File: config.mk
export PLATFORM = sky130hd
export DESIGN_NAME = dpwm_dither_top
export DESIGN_NICKNAME = d
export VERILOG_FILES = /design/src/rtl/dpwm_pkg.sv /design/src/rtl/dpwm_sd_accum.sv /design/src/rtl/dpwm_edge_fsm.sv /design/src/rtl/dpwm_dither_top.sv
export SDC_FILE = /design/constraint.sdc
export NUM_CORES = 1
export LEC_CHECK = 0
export BUFFER_PORTS_ARGS = -buffer_cell sky130_fd_sc_hd__clkbuf_2
export CAP_MARGIN = 20
export CORE_MARGIN = 2
export CORE_UTILIZATION = 60
export CTS_BUF_LIST = sky130_fd_sc_hd__clkbuf_16
export DETAILED_ROUTE_END_ITERATION = 12
export HOLD_SLACK_MARGIN = 0.02
export PLACE_DENSITY_LB_ADDON = 0.25
export SETUP_SLACK_MARGIN = 0.3
export SLEW_MARGIN = 15
export SYNTH_ARGS = -nofsm -noshare
export SYNTH_HDL_FRONTEND = slang
export SYNTH_SLANG_ARGS = --single-unit
File: constraint.sdc
create_clock -name clk -period 4.41 [get_ports clk]
set_input_delay 0.441 -clock clk [delete_from_list [all_inputs] [get_ports clk]]
set_output_delay 0.441 -clock clk [all_outputs]
set_load 0.02 [all_outputs]
File: src/rtl/dpwm_pkg.sv
package dpwm_pkg;
    typedef enum logic [1:0] {
        ST_IDLE = 2'd0,
        ST_HIGH = 2'd1,
        ST_FULL = 2'd2,
        ST_LOW  = 2'd3
    } pwm_state_t;
endpackage

File: src/rtl/dpwm_sd_accum.sv
// First-order sigma-delta stage on the fractional duty bits.
module dpwm_sd_accum #(
    parameter int FRAC_W = 4
) (
    input  logic              clk,
    input  logic              rst_n,
    input  logic              load,
    input  logic [FRAC_W-1:0] frac,
    output logic              carry
);
    logic [FRAC_W-1:0] acc_q;
    logic [FRAC_W:0]   sum;

    always_comb begin
        sum   = {1'b0, acc_q} + {1'b0, frac};
        carry = sum[FRAC_W];
    end

    always_ff @(posedge clk) begin
        if (!rst_n)
            acc_q <= '0;
        else if (load)
            acc_q <= sum[FRAC_W-1:0];
    end
endmodule

File: src/rtl/dpwm_edge_fsm.sv
// Period state machine: pulse length counter and output decode.
module dpwm_edge_fsm
    import dpwm_pkg::*;
#(
    parameter int CNT_W = 8,
    localparam int THR_W = CNT_W + 1
) (
    input  logic             clk,
    input  logic             rst_n,
    input  logic             start,
    input  logic [THR_W-1:0] thr_i,
    input  logic             full_i,
    output logic             pwm_o,
    output logic             flag_o
);
    pwm_state_t       state_q, state_nx;
    logic [THR_W-1:0] cnt_q, thr_q, cnt_inc;
    logic             flag_q;

    assign cnt_inc = cnt_q + 1'b1;

    // next-state decision
    always_comb begin
        state_nx = state_q;
        if (start) begin
            if (full_i)
                state_nx = ST_FULL;
            else if (thr_i == '0)
                state_nx = ST_LOW;
            else
                state_nx = ST_HIGH;
        end else begin
            unique case (state_q)
                ST_IDLE: state_nx = ST_IDLE;
                ST_HIGH: state_nx = (cnt_inc >= thr_q) ? ST_LOW : ST_HIGH;
                ST_FULL: state_nx = ST_FULL;
                ST_LOW:  state_nx = ST_LOW;
                default: state_nx = ST_IDLE;
            endcase
        end
    end

    // state register with counter and threshold
    always_ff @(posedge clk) begin
        if (!rst_n) begin
            state_q <= ST_IDLE;
            cnt_q   <= '0;
            thr_q   <= '0;
            flag_q  <= 1'b0;
        end else begin
            state_q <= state_nx;
            flag_q  <= start;
            if (start) begin
                cnt_q <= '0;
                thr_q <= thr_i;
            end else if (state_q == ST_HIGH) begin
                cnt_q <= cnt_inc;
            end
        end
    end

    // output decode
    always_comb begin
        unique case (state_q)
            ST_HIGH, ST_FULL: pwm_o = 1'b1;
            ST_IDLE, ST_LOW:  pwm_o = 1'b0;
            default:          pwm_o = 1'b0;
        endcase
        flag_o = flag_q;
    end
endmodule

File: src/rtl/dpwm_dither_top.sv
module dpwm_dither_top #(
    parameter int CNT_W  = 8,
    parameter int FRAC_W = 4,
    localparam int DUTY_W = CNT_W + FRAC_W,
    localparam int THR_W  = CNT_W + 1
) (
    input  logic              clk,
    input  logic              rst_n,
    input  logic              period_start,
    input  logic [DUTY_W-1:0] duty_cmd,
    output logic              pwm_out,
    output logic              period_flag
);
    logic             carry;
    logic             full_scale;
    logic [THR_W-1:0] thr;

    assign full_scale = &duty_cmd;
    assign thr = {1'b0, duty_cmd[DUTY_W-1:FRAC_W]} + {{CNT_W{1'b0}}, carry};

    dpwm_sd_accum #(.FRAC_W(FRAC_W)) accum_i (
        .clk   (clk),
        .rst_n (rst_n),
        .load  (period_start),
        .frac  (duty_cmd[FRAC_W-1:0]),
        .carry (carry)
    );

    dpwm_edge_fsm #(.CNT_W(CNT_W)) fsm_i (
        .clk    (clk),
        .rst_n  (rst_n),
        .start  (period_start),
        .thr_i  (thr),
        .full_i (full_scale),
        .pwm_o  (pwm_out),
        .flag_o (period_flag)
    );
endmodule

==> key figures <==
Critical path
  – Slowest stage cell on the critical path: fa_1
  – Crit path DAT: 2.89 ns
  – Crit path max fanout: 6
  – Critical-path cell list: ha_1 -> fa_1 -> a21o_1 -> a21o_1 -> ha_1 -> ha_1 -> and4_2 -> a21oi_1 -> o21ai_0 -> a41oi_1 -> o21ai_0
  – Worst stage delay on the critical path: 0.41 ns
  – Setup CP Type: register to register
  – CP Buf/Inv Count: 0
  – Cell mode on critical path: ha_1
  – CP Capture Type: register
  – CP required: 4.54 ns
  – Worst setup SP type: register
  – Cell family with most CP delay: adder cells

Drt
  – DRT Pass-1 Iters: 4
  – Initial DRC Count: 30
  – Post-route DRC: 0
  – Post-route ant nets: 0
  – Routed wire length per instance: 14.03 µm
  – Total number of vias: 1349
  – Post-detailed-routing wire length: 3298 µm
  – Drt via density: 5.740

CTS
  – Clk sink count: 25
  – Hold_buf cts: 0
  – Clock Latency Late Sink: 0.26 ns
  – Root buffer cell: clkbuf_16
  – CTS H-tree depth: 1
  – Post-CTS Setup Bufs: 0
  – CTS resizes: 0
  – Max Buffers Root-to-Sink: 2
  – Clock slew at reported path FFs: 0.06 ns
  – TritonCTS clock tree: yes
  – Total CTS buffers: 3

Placed design
  – Dpl cells: 231
  – Port-buffer cells: 16
  – Dpl cell area: 0.001760 mm²
  – Post-DP HPWL: 2481 µm
  – Global placement routability congestion: 0.7614

Logic synthesis
  – Flop and latch count out of synthesis: 25
  – Mapped Area: 0.001697 mm²
  – Mapped Cells: 193
  – Primary FF master, synth: dfxtp_1
  – YS warnings: 0
  – Library cells used by synthesis: 40
  – Syn Nets: 229
  – Synth Area per Inst: 8.791 µm²
  – EDFF count, synth: 0
  – Sequential-to-total area share from yosys stat: 0.2950
  – Ys async rst share: 0

STA
  – Maximum clock rate: 362.6 MHz
  – Slew Limit Fails: 0
  – Final worst path period share: 0.6254
  – Fin. Hold Viols: 0
  – Finish-stage setup viols: 0
  – Worst clock skew: 0.001042 ns
  – Setup TNS: 0 ns
  – Unrepaired setup endpoints after global routing: false
  – Relative slew margins: 0.6568
  – Final min period: 2.758 ns
  – Slew @ Worst Pin: 0.5147 ns

GRT
  – GRT Residual Overflow: 0
  – Number of global-route vias before repair: 1316
  – Antenna violations before repair: 0
  – Gr usage total: 0.2168
  – Pin count of the biggest net entering global routing: 26
  – First-pass GRT wire length: 5520 µm

Run
  – Maxcap violations: 0

Layout
  – Ratio of cells with drive above 1 in the final layout: 0.1471
  – Non-Filler Instances: 235
  – Post-Layout Inst Area: 0.001841 mm²
  – ANT cells: 0
  – Layout Utilization: 0.6791
  – NumNets Final: 241
  – Synthesis-to-finish area growth: 8.481%

Floorplan
  – Io pins: 17
  – DIE AREA: 0.003269 mm²
  – DIE WIDTH: 57.18 µm
  – Initial Utilization: 0.6260
  – Die Y: 57.18 µm
  – Num rows: 19
  – Core area: 0.002710 mm²

Hold path
  – HP Class: input port to register

Power and ir drop
  – Worst VDD drop: 240.0 µV
  – LEAKAGE: 0.8387 nW
  – Cell Pwr Density: 294.0 mW/mm²

Status
  – Status: finished, final reports clean
worst min-delay path, stage by stage:
cell and delay [ns]:
clkbuf_2 0.11, o31ai_1 0.07, a21oi_1 0.04
state kept, by name, summed over array words and instances (netlist names):
register / count
fsm_i.thr_q: 9
fsm_i.state_q: 2
fsm_i.cnt_q: 9
accum_i.acc_q: 4
fsm_i.flag_o: 1
synth_stat cells (2+ instances only):
cell type | count | share of area
clkbuf_1 | 2 | 0.0044
nor2_1 | 24 | 0.053
o21ai_0 | 5 | 0.015
xnor2_1 | 9 | 0.046
a21o_1 | 3 | 0.013
xor2_1 | 15 | 0.077
buf_2 | 4 | 0.012
mux2i_1 | 6 | 0.035
and3_1 | 3 | 0.011
a211oi_1 | 7 | 0.031
nand2b_1 | 3 | 0.011
nand4_1 | 3 | 0.011
and4_1 | 3 | 0.015
dfxtp_1 | 25 | 0.29
nor3b_1 | 2 | 0.0088
nand3_1 | 8 | 0.024
buf_6 | 2 | 0.013
a21oi_1 | 6 | 0.018
ha_1 | 20 | 0.15
inv_1 | 12 | 0.027
and2_1 | 2 | 0.0074
and3_2 | 3 | 0.013
nand2_1 | 9 | 0.020
cells in the final DEF (no fill, tap or decap), types with 2 or more instances in the layout:
cell,count
clkbuf_16,3
dfxtp_1,25
inv_1,12
nor3b_1,2
nand2b_1,3
and3_2,3
ha_1,20
nand2_1,9
and3_1,3
and4_1,3
and2_1,2
a21o_1,3
a21oi_1,6
clkbuf_2,16
xnor2_1,9
nor2_1,24
nand3_1,8
o21ai_0,5
a211oi_1,7
nand4_1,3
mux2i_1,6
xor2_1,15
final timing paths:
| path | start | endpoint | slack [ns] | depth (start not counted) |
|---|---|---|---|---|
| worst max-delay path | accum_i.acc_q[0] | fsm_i.state_q[1] | 1.65 | 11 |
| worst min-delay path | rst_n | fsm_i.state_q[0] | 0.45 | 3 |
| worst max register to register | accum_i.acc_q[0] | fsm_i.state_q[1] | 1.65 | 11 |
| worst min register to register | fsm_i.thr_q[2] | fsm_i.thr_q[2] | 0.49 | 2 |
logic make-up after synthesis:
family / count (synthesis) / synth area share
and+or+nand+nor: 68 / 0.2146
AOI/OAI and AO/OA: 28 / 0.1128
DFF: 25 / 0.2950
xor gates and xnor gates: 24 / 0.1239
buffers and inverters: 21 / 0.05899
adders and majority gates: 21 / 0.1593
muxes: 6 / 0.03540
per-layer routing:
metal	vias up	routed length, µm	GRT usage
li1	692	-	-
met3	4	85	0.03855
met1	630	1437	0.2447
met5	-	0	0
met2	23	1734	0.3974
met4	0	41	0.09302
power breakdown:
part	leakage, nW	internal [W]	switching, W
clock	0.0409	0.000122	0.0000808
sequential	0.205	0.000238	0.00000732
combinational	0.593	0.0000416	0.0000514
total	0.839	0.000402	0.000140
per-stage QoR:
step,hold slack (ns),worst slack (ns),total power [W]
after floorplan,0.4451,1.734,0.0003182
after global placement,0.4629,1.547,0.0003376
after detailed placement,0.4822,1.465,0.0003424
after CTS,0.4432,1.685,0.0005452
after global routing,0.4578,1.596,0.0005623
final,0.4513,1.652,0.0005411
cell type report:
cell class,instances,area (µm²)
clock buffers,3,75.07
well taps,31,38.79
flip-flops and latches,25,500.5
fillers,225,869.6
clock inverters,1,5.005
inverters,12,45.04
multi-input cells,147,1096
repair buffers,16,80.08
No activity file was read; power rests on OpenSTA's default activity.
